[src/rtl/codec_pkg.sv]
package codec_pkg;
    localparam int BYTE_W     = 8;
    localparam int SLOT_W     = $clog2(BYTE_W);
    localparam int IRQ_FRAMES = 8;
    typedef logic [BYTE_W-1:0] byte_t;
endpackage

[src/rtl/codec_fifo.sv]
module codec_fifo #(
    parameter int WIDTH = 8,
    parameter int DEPTH = 16
) (
    input  logic             clk,
    input  logic             rst_n,
    input  logic             push,
    input  logic             pop,
    input  logic [WIDTH-1:0] wdata,
    output logic [WIDTH-1:0] head,
    output logic             empty,
    output logic             full
);
    localparam int AW = $clog2(DEPTH);

    typedef struct packed {
        logic [AW:0] wr;
        logic [AW:0] rd;
    } ptr_t;

    ptr_t ptr_q, ptr_d;
    logic [WIDTH-1:0] mem_q [DEPTH];
    logic [AW:0] count;
    logic do_push, do_pop;

    assign count   = ptr_q.wr - ptr_q.rd;
    assign empty   = (count == '0);
    assign full    = (count == (AW+1)'(DEPTH));
    assign do_push = push && !full;
    assign do_pop  = pop && !empty;
    assign head    = mem_q[ptr_q.rd[AW-1:0]];

    always_comb begin
        ptr_d = ptr_q;
        if (do_push) ptr_d.wr = ptr_q.wr + 1'b1;
        if (do_pop)  ptr_d.rd = ptr_q.rd + 1'b1;
    end

    always_ff @(posedge clk or negedge rst_n) begin
        if (!rst_n) ptr_q <= '0;
        else        ptr_q <= ptr_d;
    end

    always_ff @(posedge clk) begin
        if (do_push) mem_q[ptr_q.wr[AW-1:0]] <= wdata;
    end

    // a push into a full queue must not move the write pointer
    assert_no_overflow_R9: assert property (@(posedge clk) disable iff (!rst_n)
        (full && push && !pop) |=> (ptr_q.wr == $past(ptr_q.wr)));

    // a pop from an empty queue must not move the read pointer
    assert_no_underflow_R10: assert property (@(posedge clk) disable iff (!rst_n)
        (empty && pop && !push) |=> (ptr_q.rd == $past(ptr_q.rd)));
endmodule

[src/rtl/codec_frame_timer.sv]
module codec_frame_timer
    import codec_pkg::*;
#(
    parameter int CLK_HIGH = 2
) (
    input  logic clk,
    input  logic rst_n,
    input  logic active,
    input  logic bit_tick,
    output logic in_frame,
    output logic bit_sample,
    output logic frame_load,
    output logic frame_end,
    output logic fsync,
    output logic pcm_clk
);
    localparam int CW = $clog2(CLK_HIGH + 1);
    localparam logic [SLOT_W-1:0] LAST_SLOT = SLOT_W'(BYTE_W - 1);

    typedef struct packed {
        logic [SLOT_W-1:0] slot;
        logic              in_frame;
        logic              clk_hi;
        logic [CW-1:0]     hi_cnt;
    } tmr_t;

    tmr_t st_q, st_d;

    always_comb begin
        st_d = st_q;
        if (!active) begin
            st_d.slot     = LAST_SLOT;
            st_d.in_frame = 1'b0;
            st_d.clk_hi   = 1'b0;
            st_d.hi_cnt   = '0;
        end else if (bit_tick) begin
            st_d.slot     = st_q.slot + 1'b1;
            st_d.in_frame = 1'b1;
            st_d.clk_hi   = 1'b1;
            st_d.hi_cnt   = CW'(CLK_HIGH - 1);
        end else if (st_q.hi_cnt != '0) begin
            st_d.hi_cnt   = st_q.hi_cnt - 1'b1;
        end else begin
            st_d.clk_hi   = 1'b0;
        end
    end

    always_ff @(posedge clk or negedge rst_n) begin
        if (!rst_n) st_q <= '{slot: LAST_SLOT, in_frame: 1'b0, clk_hi: 1'b0, hi_cnt: '0};
        else        st_q <= st_d;
    end

    assign in_frame   = st_q.in_frame;
    assign bit_sample = active && bit_tick && st_q.in_frame;
    assign frame_load = active && bit_tick && (st_q.slot == LAST_SLOT);
    assign frame_end  = frame_load && st_q.in_frame;
    assign fsync      = active && (st_q.slot == LAST_SLOT);
    assign pcm_clk    = st_q.clk_hi;

    // every tick while active advances the slot by one, modulo a frame
    assert_slot_step_R2: assert property (@(posedge clk) disable iff (!rst_n)
        (active && bit_tick) |=> (!active || st_q.slot == SLOT_W'($past(st_q.slot) + 1'b1)));

    // no frame sync while the timebase is idle
    assert_fsync_idle_R3: assert property (@(posedge clk) disable iff (!rst_n)
        !active |-> !fsync);

    // bit clock drops once the timebase goes idle
    assert_clk_idle_R11: assert property (@(posedge clk) disable iff (!rst_n)
        !active |=> !pcm_clk);
endmodule

[src/rtl/codec_serial_port.sv]
module codec_serial_port
    import codec_pkg::*;
#(
    parameter int FIFO_DEPTH = 16,
    parameter int CLK_HIGH   = 2
) (
    input  logic        clk,
    input  logic        rst_n,
    input  logic        bit_tick,
    input  logic        tx_en,
    input  logic        rx_en,
    input  logic        irq_en,
    input  logic        wr_en,
    input  logic [7:0]  wr_data,
    input  logic        rd_en,
    output logic [7:0]  rd_data,
    input  logic        eoi,
    output logic        rx_empty,
    output logic        tx_full,
    output logic        irq,
    output logic        pcm_clk,
    output logic        pcm_fsync,
    output logic        pcm_out,
    input  logic        pcm_in
);
    localparam int FCW = $clog2(IRQ_FRAMES);
    localparam logic [FCW-1:0] LAST_FRAME = FCW'(IRQ_FRAMES - 1);

    typedef struct packed {
        byte_t             tx_sh;
        logic [BYTE_W-2:0] rx_sh;
        logic [FCW-1:0]    frame_cnt;
        logic              irq;
    } port_t;

    port_t st_q, st_d;

    logic  active;
    logic  in_frame, bit_sample, frame_load, frame_end;
    logic  txf_empty, txf_full, rxf_empty, rxf_full;
    byte_t txf_head, rxf_head, rx_byte;
    logic  tx_pop, rx_push, rx_pop;

    assign active  = tx_en || rx_en;
    assign rx_byte = {st_q.rx_sh, pcm_in};
    assign tx_pop  = frame_load && tx_en;
    assign rx_push = frame_end && rx_en;
    assign rx_pop  = rd_en && active && !rxf_empty;

    codec_frame_timer #(.CLK_HIGH(CLK_HIGH)) u_timer (
        .clk        (clk),
        .rst_n      (rst_n),
        .active     (active),
        .bit_tick   (bit_tick),
        .in_frame   (in_frame),
        .bit_sample (bit_sample),
        .frame_load (frame_load),
        .frame_end  (frame_end),
        .fsync      (pcm_fsync),
        .pcm_clk    (pcm_clk)
    );

    codec_fifo #(.WIDTH(BYTE_W), .DEPTH(FIFO_DEPTH)) u_tx_fifo (
        .clk   (clk),
        .rst_n (rst_n),
        .push  (wr_en),
        .pop   (tx_pop),
        .wdata (wr_data),
        .head  (txf_head),
        .empty (txf_empty),
        .full  (txf_full)
    );

    codec_fifo #(.WIDTH(BYTE_W), .DEPTH(FIFO_DEPTH)) u_rx_fifo (
        .clk   (clk),
        .rst_n (rst_n),
        .push  (rx_push),
        .pop   (rx_pop),
        .wdata (rx_byte),
        .head  (rxf_head),
        .empty (rxf_empty),
        .full  (rxf_full)
    );

    always_comb begin
        st_d = st_q;
        if (frame_load)
            st_d.tx_sh = (tx_en && !txf_empty) ? txf_head : '0;
        else if (bit_sample)
            st_d.tx_sh = st_q.tx_sh << 1;
        if (bit_sample)
            st_d.rx_sh = rx_byte[BYTE_W-2:0];
        if (eoi)
            st_d.irq = 1'b0;
        if (frame_end) begin
            st_d.frame_cnt = st_q.frame_cnt + 1'b1;
            if (st_q.frame_cnt == LAST_FRAME && irq_en)
                st_d.irq = 1'b1;
        end
        if (!active)
            st_d = '0;
    end

    always_ff @(posedge clk or negedge rst_n) begin
        if (!rst_n) st_q <= '0;
        else        st_q <= st_d;
    end

    assign pcm_out  = tx_en && in_frame && st_q.tx_sh[BYTE_W-1];
    assign rd_data  = (active && !rxf_empty) ? rxf_head : '0;
    assign rx_empty = !active || rxf_empty;
    assign tx_full  = active && txf_full;
    assign irq      = st_q.irq;

    // serial output silent with transmit disabled
    assert_pcm_gate_R8: assert property (@(posedge clk) disable iff (!rst_n)
        !tx_en |-> !pcm_out);

    // interrupt holds until acknowledged
    assert_irq_hold_R6: assert property (@(posedge clk) disable iff (!rst_n)
        (irq && !eoi && active) |=> irq);

    // idle clears the interrupt and masks the flags
    assert_idle_clear_R7: assert property (@(posedge clk) disable iff (!rst_n)
        !active |=> !irq);
    assert_idle_flags_R7: assert property (@(posedge clk) disable iff (!rst_n)
        !active |-> (rx_empty && !tx_full && rd_data == 8'h00));

    // a full receive queue is not overrun by the frame-end push
    assert_rx_drop_R4: assert property (@(posedge clk) disable iff (!rst_n)
        (rxf_full && rx_push && !rx_pop) |=> rxf_full);
endmodule

[config.mk]
export PLATFORM = sky130hd
export DESIGN_NAME = codec_serial_port
export DESIGN_NICKNAME = d
export VERILOG_FILES = /design/src/rtl/codec_pkg.sv /design/src/rtl/codec_fifo.sv /design/src/rtl/codec_frame_timer.sv /design/src/rtl/codec_serial_port.sv
export SDC_FILE = /design/constraint.sdc
export NUM_CORES = 1
export LEC_CHECK = 0
export BUFFER_PORTS_ARGS = -buffer_cell sky130_fd_sc_hd__buf_2
export CAP_MARGIN = 20
export CORE_MARGIN = 4
export CORE_UTILIZATION = 60
export CTS_CLUSTER_DIAMETER = 80
export CTS_CLUSTER_SIZE = 28
export DETAILED_ROUTE_END_ITERATION = 16
export PLACE_DENSITY = 0.8
export SLEW_MARGIN = 5
export SYNTH_ARGS = -nofsm -noshare
export SYNTH_HDL_FRONTEND = slang
export SYNTH_HIERARCHICAL = 1
export SYNTH_SLANG_ARGS = --single-unit
[constraint.sdc]
create_clock -name clk -period 4.4 [get_ports clk]
set_input_delay 0.44 -clock clk [delete_from_list [all_inputs] [get_ports clk]]
set_output_delay 0.44 -clock clk [all_outputs]
set_load 0.1 [all_outputs]
==> impl_metrics.tcl <==
set metrics [dict create \
    cts_buffers 15 \
    die_y_um 154.2 \
    final_nets 820 \
    use_met3 0.03022 \
    tns_ps 0 \
    busiest_layer "met2" \
    ys_warn_count 6 \
    routed_wl_mm 24.88 \
    io_buffers 31 \
    peakVddDrop_mv 0.4895 \
    fin_crit_ps 3914 \
    grt_max_degree 40 \
    synth.avg_cell_area_um2 17.03 \
    drive_gt1_frac 0.2201 \
    cap_violations 0 \
    grt_use_total 0.2152 \
    worstSetupPathType "reg2out" \
    syn_area_um2 12820 \
    placed_cells 1036 \
    layout_commonest_cell "edfxtp_1" \
    grt_pass1_vias 6886 \
    p_leak_nw 4.785 \
    max-slew-margin-rel 0.4206 \
    dpl.hpwl_mm 16.73 \
    antenna_found_initial 0 \
    htree_levels 1 \
    layout_common_cells "edfxtp_1 (256), nand2_1 (79), mux4_2 (64)" \
    maxSlewViolCount 0 \
    routedWlPerCell_um 23.45 \
    rsz0062_at_grt "false" \
    utilization 0.6504 \
    crit_chain "buf_4, clkinv_1, ha_1, nor2b_4, o211a_1, o21ai_4, a21oi_1, nor2_1, and2_1, buf_2" \
    ant_nets 0 \
    firstDrtPassIters 5 \
    p_total_mw 8.533 \
    post-route-period-util 0.8895 \
    io_pins 32 \
    syn_inst 753 \
    syn_nets 794 \
    powerDensity_nw_per_um2 624.1 \
    drc 0 \
    die_w_um 154.2 \
    finalHoldViolations 0 \
    clock_tree.root_cell "clkbuf_16" \
    gr-usage-met1 0.2863 \
    fin_cells 1061 \
    die_area_um2 23770 \
    drtIter0Drc 633 \
    grt_first_pass_wirelength_mm 39.61 \
    routabilityCongestion 0.8819 \
    grt_overflow 0 \
    rows 53 \
    crit_path_top_delay_cell "buf_2" \
    clock-sinks 302 \
    route.vias.total 6528 \
    arrival_ps 3470 \
    required_ps 3960 \
    worst_pin_slew_ps 869.1 \
    cts_tree "yes" \
    clockBufferDepth 3 \
    use_met2 0.3760 \
    viasPerCell 6.153 \
    core_um2 21020 \
    fmax_mhz 255.5 \
    hold_path.class "in2reg" \
    clk_latency_ps 490 \
    skew_ps 16.31 \
    fillers 1378 \
    n_antenna_cell 0 \
    area_growth_pct 6.646 \
    worst-path-max-fanout 28 \
    clk_pin_slew_ps 100 \
    status "finished clean" \
    cp-start-kind "flip-flop" \
    start_util 0.6099 \
    setup_viol 0 \
    critPathCaptureType "primary output" \
    max_stage_delay_ps 430 \
]
==> routing by layer <==
layer,routed length (um),up-vias
li1,-,2916
met3,1444,56
met4,790,0
met2,13080,232
met5,0,-
met1,9566,3324
==> worst max-delay path, delay by kind of cell (launching register included) <==
kind                     cells  cell delay, ps
buffers and inverters        3            1050
adder cells (fa/ha/maj)      1             390
flip-flops                   1             350
AND/OR/NAND/NOR              3             690
AO/OA/AOI/OAI                3             510
==> area by class of cell <==
type                    count  area (um^2)  area share
clock inverters             2        36.28    0.002654
well taps                 275        344.1     0.02516
multi-input cells         391         3669      0.2683
flip-flops and latches    302         8845      0.6469
clock buffers              22        411.6     0.03011
inverters                  20        75.07    0.005490
repair buffers             49        292.8     0.02141
==> power breakdown <==
group	internal, mW	switching, mW
clock	0.679	0.849
sequential	3.39	0.272
combinational	1.25	2.09
total	5.32	3.21
==> metrics by stage <==
step | hold slack [ps] | cell area [um^2] | setup WS, ps
after floorplan | 144.4 | 12820 | 931.6
after global placement | 312.1 | 13220 | 1059
after detailed placement | 314.5 | 13220 | 872.2
after CTS | 178.4 | 13670 | 480.0
after global routing | 182.6 | 13670 | 251.3
final | 194.0 | 13670 | 486.1
==> worst paths after layout <==
path                                     from  slack [ps]  depth (start not counted)                     to
max                        u_rx_fifo/ptr_q[1]         490                         10             rd_data[3]
min                                       eoi         190                          3                    irq
max reg2reg                u_rx_fifo/ptr_q[1]         810                          9  u_rx_fifo/mem_q[4][5]
min reg2reg                          st_q[18]         520                          2               st_q[18]
max in group asynchronous               rst_n        3270                          3        u_timer/st_q[4]
min in group asynchronous               rst_n         340                          2     u_rx_fifo/ptr_q[8]
==> state kept, by name, indices dropped and copies added (netlist names) <==
name / flops
u_rx_fifo/mem_q: 128
u_tx_fifo/mem_q: 128
st_q: 11
u_rx_fifo/ptr_q: 10
u_tx_fifo/ptr_q: 10
rx_byte: 7
u_timer/st_q: 5
irq: 1
u_timer/in_frame: 1
u_timer/pcm_clk: 1
==> repair_timing <==
item	4_1_cts	5_1_grt
resized for setup	0	0
endpoints found under the setup margin	0	0
hold buffers	1	0
setup buffers	0	0
endpoints found under the hold margin	7	0
Power figures use the tool's default switching activity.
